**config.mk**
```make
export PLATFORM = sky130hd
export DESIGN_NAME = bus_tmo_monitor
export DESIGN_NICKNAME = d
export VERILOG_FILES = /design/src/rtl/bus_tmo_pkg.sv /design/src/rtl/bus_tmo_datapath.sv /design/src/rtl/bus_tmo_ctrl.sv /design/src/rtl/bus_tmo_monitor.sv
export SDC_FILE = /design/constraint.sdc
export NUM_CORES = 1
export LEC_CHECK = 0
export BUFFER_PORTS_ARGS = -buffer_cell sky130_fd_sc_hd__buf_2
export CAP_MARGIN = 15
export CORE_ASPECT_RATIO = 1.1
export CORE_UTILIZATION = 40
export DETAILED_ROUTE_END_ITERATION = 7
export PLACE_DENSITY = 0.71
export SLEW_MARGIN = 15
export SYNTH_ARGS = -nofsm -noshare
export SYNTH_HDL_FRONTEND = slang
export SYNTH_HIERARCHICAL = 1
export SYNTH_SLANG_ARGS = --single-unit
export TNS_END_PERCENT = 30
```
**constraint.sdc**
```tcl
create_clock -name clk -period 2.1 [get_ports clk]
set_input_delay 0.21 -clock clk [delete_from_list [all_inputs] [get_ports clk]]
set_output_delay 0.21 -clock clk [all_outputs]
set_load 0.005 [all_outputs]
```
**src/rtl/bus_tmo_pkg.sv**
```systemverilog
package bus_tmo_pkg;
  localparam int unsigned REG_W        = 32;
  localparam int unsigned BIT_TIMER_EN = 3;
  localparam int unsigned BIT_SEL_LO   = 4;
  localparam int unsigned BIT_SEL_HI   = 5;
  localparam int unsigned BIT_IRQ_EN   = 6;
  localparam int unsigned BIT_STATUS   = 7;
  localparam int unsigned BIT_SF_EN    = 8;

  typedef struct packed {
    logic       timerOn;
    logic [1:0] limitSel;
    logic       startStb;
    logic       stopStb;
  } tmoCtl_t;
endpackage

```
**src/rtl/bus_tmo_datapath.sv**
```systemverilog
module bus_tmo_datapath
  import bus_tmo_pkg::*;
#(
  parameter int unsigned CLKS_PER_US = 4,
  parameter int unsigned LIM_0 = 16,
  parameter int unsigned LIM_1 = 64,
  parameter int unsigned LIM_2 = 256,
  parameter int unsigned LIM_3 = 1000
) (
  input  logic    clk,
  input  logic    rstN,
  input  tmoCtl_t ctl,
  output logic    expireNow,
  output logic    busErr
);
  localparam int unsigned MAX_01 = (LIM_0 > LIM_1) ? LIM_0 : LIM_1;
  localparam int unsigned MAX_23 = (LIM_2 > LIM_3) ? LIM_2 : LIM_3;
  localparam int unsigned LIM_MAX = (MAX_01 > MAX_23) ? MAX_01 : MAX_23;
  localparam int unsigned US_W = $clog2(LIM_MAX + 1);

  logic            active;
  logic            tick;
  logic [US_W-1:0] usCnt;
  logic [US_W-1:0] limitLast;
  logic            busErrQ;

  generate
    if (CLKS_PER_US <= 1) begin : g_noPrescale
      assign tick = active;
    end else begin : g_prescale
      localparam int unsigned PRE_W = $clog2(CLKS_PER_US);
      logic [PRE_W-1:0] preCnt;
      always_ff @(posedge clk) begin
        if (!rstN || !active || ctl.startStb) begin
          preCnt <= '0;
        end else if (preCnt == PRE_W'(CLKS_PER_US - 1)) begin
          preCnt <= '0;
        end else begin
          preCnt <= preCnt + 1'b1;
        end
      end
      assign tick = active && (preCnt == PRE_W'(CLKS_PER_US - 1));
    end
  endgenerate

  always_comb begin
    unique case (ctl.limitSel)
      2'd0:    limitLast = US_W'(LIM_0 - 1);
      2'd1:    limitLast = US_W'(LIM_1 - 1);
      2'd2:    limitLast = US_W'(LIM_2 - 1);
      default: limitLast = US_W'(LIM_3 - 1);
    endcase
  end

  assign expireNow = active && ctl.timerOn && !ctl.stopStb && !ctl.startStb
                     && tick && (usCnt == limitLast);

  always_ff @(posedge clk) begin
    if (!rstN) begin
      active  <= 1'b0;
      usCnt   <= '0;
      busErrQ <= 1'b0;
    end else begin
      busErrQ <= expireNow;
      if (!ctl.timerOn || ctl.stopStb) begin
        active <= 1'b0;
      end else if (ctl.startStb) begin
        active <= 1'b1;
        usCnt  <= '0;
      end else if (expireNow) begin
        active <= 1'b0;
      end else if (tick) begin
        usCnt <= usCnt + 1'b1;
      end
    end
  end

  assign busErr = busErrQ;

  // an error is a single-clock pulse
  assert_err_pulse_R3: assert property (@(posedge clk) disable iff (!rstN)
    busErr |=> !busErr);
  // a completed cycle never yields an error on the next clock
  assert_done_quiet_R4: assert property (@(posedge clk) disable iff (!rstN)
    ctl.stopStb |=> !busErr);
  // a disabled timer produces no errors
  assert_off_quiet_R5: assert property (@(posedge clk) disable iff (!rstN)
    !ctl.timerOn |=> !busErr);
endmodule

```
**src/rtl/bus_tmo_ctrl.sv**
```systemverilog
module bus_tmo_ctrl
  import bus_tmo_pkg::*;
(
  input  logic             clk,
  input  logic             rstN,
  input  logic             regWrEn,
  input  logic [REG_W-1:0] regWrData,
  output logic [REG_W-1:0] regRdData,
  input  logic             cycStart,
  input  logic             cycDone,
  input  logic             wdogExpired,
  input  logic             expireNow,
  input  logic             busErr,
  output tmoCtl_t          ctl,
  output logic             errIrq,
  output logic             sysFail
);
  logic       timerOnQ;
  logic [1:0] selQ;
  logic       irqEnQ;
  logic       sfEnQ;
  logic       statusQ;
  logic       sysFailQ;
  logic       sfEnNext;
  logic       unusedWrBits;

  assign unusedWrBits = ^{regWrData[REG_W-1:BIT_SF_EN+1], regWrData[BIT_TIMER_EN-1:0]};
  assign sfEnNext = regWrEn ? regWrData[BIT_SF_EN] : sfEnQ;

  always_ff @(posedge clk) begin
    if (!rstN) begin
      timerOnQ <= 1'b0;
      selQ     <= 2'b00;
      irqEnQ   <= 1'b0;
      sfEnQ    <= 1'b0;
      statusQ  <= 1'b0;
      sysFailQ <= 1'b0;
    end else begin
      if (regWrEn) begin
        timerOnQ <= regWrData[BIT_TIMER_EN];
        selQ     <= regWrData[BIT_SEL_HI:BIT_SEL_LO];
        irqEnQ   <= regWrData[BIT_IRQ_EN];
        sfEnQ    <= regWrData[BIT_SF_EN];
      end
      if (expireNow) begin
        statusQ <= 1'b1;
      end else if (regWrEn && regWrData[BIT_STATUS]) begin
        statusQ <= 1'b0;
      end
      sysFailQ <= sfEnNext && (sysFailQ || wdogExpired);
    end
  end

  always_comb begin
    regRdData = '0;
    regRdData[BIT_TIMER_EN]           = timerOnQ;
    regRdData[BIT_SEL_HI:BIT_SEL_LO]  = selQ;
    regRdData[BIT_IRQ_EN]             = irqEnQ;
    regRdData[BIT_STATUS]             = statusQ;
    regRdData[BIT_SF_EN]              = sfEnQ;
  end

  always_comb begin
    ctl.timerOn  = timerOnQ;
    ctl.limitSel = selQ;
    ctl.startStb = cycStart && timerOnQ;
    ctl.stopStb  = cycDone;
  end

  assign errIrq  = statusQ && irqEnQ;
  assign sysFail = sysFailQ;

  // the status flag only rises together with an error pulse
  assert_status_src_R6: assert property (@(posedge clk) disable iff (!rstN)
    $rose(statusQ) |-> busErr);
  // system-fail only latches after an expiry input
  assert_sf_src_R9: assert property (@(posedge clk) disable iff (!rstN)
    $rose(sysFailQ) |-> $past(wdogExpired));
  // system-fail is never high while its enable is clear
  assert_sf_gate_R9: assert property (@(posedge clk) disable iff (!rstN)
    !sfEnQ |-> !sysFailQ);
endmodule

```
**src/rtl/bus_tmo_monitor.sv**
```systemverilog
module bus_tmo_monitor
  import bus_tmo_pkg::*;
#(
  parameter int unsigned CLKS_PER_US = 4,
  parameter int unsigned LIM_0 = 16,
  parameter int unsigned LIM_1 = 64,
  parameter int unsigned LIM_2 = 256,
  parameter int unsigned LIM_3 = 1000
) (
  input  logic        clk,
  input  logic        rstN,
  input  logic        regWrEn,
  input  logic [31:0] regWrData,
  output logic [31:0] regRdData,
  input  logic        cycStart,
  input  logic        cycDone,
  input  logic        wdogExpired,
  output logic        busErr,
  output logic        errIrq,
  output logic        sysFail
);
  tmoCtl_t ctl;
  logic    expireNow;

  bus_tmo_ctrl u_ctrl (
    .clk(clk), .rstN(rstN), .regWrEn(regWrEn), .regWrData(regWrData),
    .regRdData(regRdData), .cycStart(cycStart), .cycDone(cycDone),
    .wdogExpired(wdogExpired), .expireNow(expireNow), .busErr(busErr),
    .ctl(ctl), .errIrq(errIrq), .sysFail(sysFail)
  );

  bus_tmo_datapath #(
    .CLKS_PER_US(CLKS_PER_US), .LIM_0(LIM_0), .LIM_1(LIM_1),
    .LIM_2(LIM_2), .LIM_3(LIM_3)
  ) u_dp (
    .clk(clk), .rstN(rstN), .ctl(ctl), .expireNow(expireNow), .busErr(busErr)
  );
endmodule

```
==> metrics.cfg <==
[finish]
insertedDiodeCount = 0
finalNonFillerCells = 217
areaGrowthSynthToFinish_pct = 0.815
drive_above_1_share = 0.243
final_util = 0.418
final_nets = 213

[global_route]
grt_usage = 0.128
grt_pass1_vias = 924
grt_pass1_wl_mm = 3.77
grt_antenna_before_repair = 0
grt_start_max_net_pins = 24
grt-ovfl-total = 0

[floorplanning]
die_area_sq_um = 3700
die_x_microns = 58.1
start_util = 0.415
die_h_microns = 63.7
placementRows = 22
ioPinCount = 73
coreArea_sq_um = 3330

[placed_design]
dp_cells = 213
dp_hpwl_mm = 1.67
io_buffers = 20
place.gp.congestion = 0.730

[worst_setup_path]
cp_slowest_cell = or4_2
required_ps = 2350
path_class = reg2reg
end_kind = flop
timing.rr.end = u_dp/usCnt[6]
reg2reg_from = u_ctrl/selQ[0]
r2r_setup_slack_ps = 110
start_kind = flop
reg2regPathDepth = 8
worst-path-buf-inv = 2
critical_path.cell_chain = inv_1 > ha_1 > and3_2 > o21ai_2 > a211oi_2 > buf_12 > or4_2 > nand2_1
path_delay_family = simple AND/OR/NAND/NOR gates
cp.arrival_ps = 2240
critPathMaxStageDelay_ps = 630
path_max_fanout = 23

[route]
drt_wl_total_mm = 2.17
via_per_inst = 4.64
ant_nets = 0
drcViolationCount = 0
first_iter_violations = 28
routedWlPerCell_microns = 10.0
vias = 1006
firstDrtPassIters = 6

[min_path]
worstHoldStart = regWrData[7]
min_path_type = in2reg
holdPathEnd = u_ctrl/statusQ
whs_path_depth = 2

[sta]
grt_setup_unrepaired = false
skew_ps = 11.2
fin_hold_ws_ps = 94.3
timing.final.crit_share = 0.948
hold_violations = 0
final.setup.tns_ps = 0
finalMaxSlewViolations = 0
setup_violations = 0
max_freq_mhz = 502
period_needed_ps = 1990

[synth]
mappedNetlistArea_sq_um = 1380
synth_top_cell_by_area = dfxtp_1
synth_area_per_cell_sq_um = 8.86
yosysUniqueCellTypes = 43
synth.area.top_cells = dfxtp_1, buf_4, ha_1
synth-edff-count = 0
synth_top_area_share = 0.304
ys.warnings.count = 6
async_reset_ff_frac = 0
seq_area_frac_synth = 0.304
synth_cells = 156
synth-seq-cells = 21
synthFlopType = dfxtp_1

[power_and_ir_drop]
pwr-share-clk = 0.294
power.leakage_nw = 0.632
powerDensity_nw_per_um2 = 487
internal-power_mw = 0.508
pwr-share-comb = 0.102
swShare = 0.252
power_frac_seq = 0.604
p_switching_mw = 0.171
ir_drop_mv = 0.297

[clock_network]
htreeDepth = 1
clk-insertion-delay-late_ps = 310
hold_buffers = 0
root_buffer = clkbuf_4
numCtsBuffers = 3
clkSlewWorstSetupHoldPaths_ps = 130
clock-sinks = 21
clk_path_buf_depth = 2
cts_tree = yes
post_cts_buffers = 0

[job]
maxCapViolCount = 0

[outcome]
outcome = completed

[area by class of cell]
class	instances	area, sq um
clock inverter	1	7.51
timing repair buffer	23	135
clock buffer	3	22.5
tap	48	60.1
sequential	21	423
fill	344	1940
multi-input combinational	117	731
inverter	4	15.0
[worst max-delay path by stage]
stage	from	to	slack, ps	depth (start not counted)
final	u_ctrl/selQ[0]	u_dp/usCnt[6]	110	8
after global routing	u_ctrl/selQ[0]	u_dp/usCnt[6]	0.4	8
after CTS	u_ctrl/selQ[0]	u_dp/usCnt[6]	70	8
after detailed placement	u_ctrl/selQ[0]	u_dp/usCnt[6]	110	8
after global placement	u_ctrl/selQ[0]	u_dp/usCnt[6]	140	8
after floorplan	u_ctrl/selQ[0]	u_ctrl/statusQ	230	10
[cells in the mapped netlist (all sizes together), types with 3 or more instances]
cell type,number
and2,4
ha,5
o21ai,7
a31oi,3
o31ai,3
or4,5
mux2i,5
inv,4
nand2,8
dfxtp,21
nor2,4
a21oi,5
and3,5
nand4,4
nand3,4
o211ai,4
nor2b,5
buf,39
[power by group through the flow]
stage / Clock [mW] / Sequential (mW) / Combinational, mW
floorplan: 0 / 0.418 / 0.0910
global placement: 0 / 0.418 / 0.0688
detailed placement: 0 / 0.419 / 0.0696
CTS: 0.210 / 0.410 / 0.0696
global route: 0.224 / 0.411 / 0.0810
finish: 0.200 / 0.410 / 0.0694
[metal layers]
metal	vias to the layer above	GRT usage	wire length, microns
met4	0	0.0565	19
met5	-	0	0
met2	23	0.224	1100
met3	2	0.0329	92
met1	466	0.144	957
li1	515	-	-
[state kept, by name (all words and copies together) (netlist names)]
signal	count
u_dp/usCnt	10
u_ctrl/selQ	2
u_dp/g_prescale.preCnt	2
u_ctrl/irqEnQ	1
u_ctrl/sfEnQ	1
u_ctrl/statusQ	1
u_ctrl/sysFail	1
u_ctrl/timerOnQ	1
u_dp/active	1
u_dp/busErr	1
[stage by stage]
stage               setup WS, ps  total power [mW]  area (sq um)
floorplan                    228             0.509          1480
global placement             143             0.487          1360
detailed placement           113             0.488          1360
CTS                         69.8             0.689          1390
global route               0.409             0.717          1390
finish                       108             0.679          1390
[repair_timing]
| action | in CTS | in global routing |
|---|---|---|
| setup endpoints to repair | 0 | 3 |
| resized for setup | 0 | 2 |
| hold endpoints to repair | 0 | 0 |
[logic make-up after synthesis]
logic type,share of synthesized area
compound gates,0.125
xor+xnor,0.0190
fa+ha+maj,0.0452
buf+inv,0.235
flops,0.304
mux,0.0362
other cells,0.00271
simple gates,0.233
[placed cells by master, fill, tap and decap left out, types with 2 or more instances in the layout]
cell type  count
or4_1          4
o21ai_1        2
dfxtp_2        2
ha_1           5
o31ai_1        3
a21oi_1        5
and3_2         4
clkbuf_4       3
o211ai_1       4
nand3_1        4
buf_4          2
inv_1          4
o21ai_0        4
and2_1         3
buf_2         20
a31oi_1        3
nor2_1         4
and2b_1        2
nand4_1        4
dfxtp_1       19
xor2_1         2
mux2i_1        5
nor3_1         2
or3_2          2
nor2b_1        5
conb_1        26
nand2_1        8
[worst reg2reg max path, stage by stage (launching register included)]
cell and delay, ps:
dfxtp_2 350, inv_1 50, ha_1 210, and3_2 220
o21ai_2 140, a211oi_2 100, buf_12 160, or4_2 640
nand2_1 80
Power figures use the tool's default switching activity.
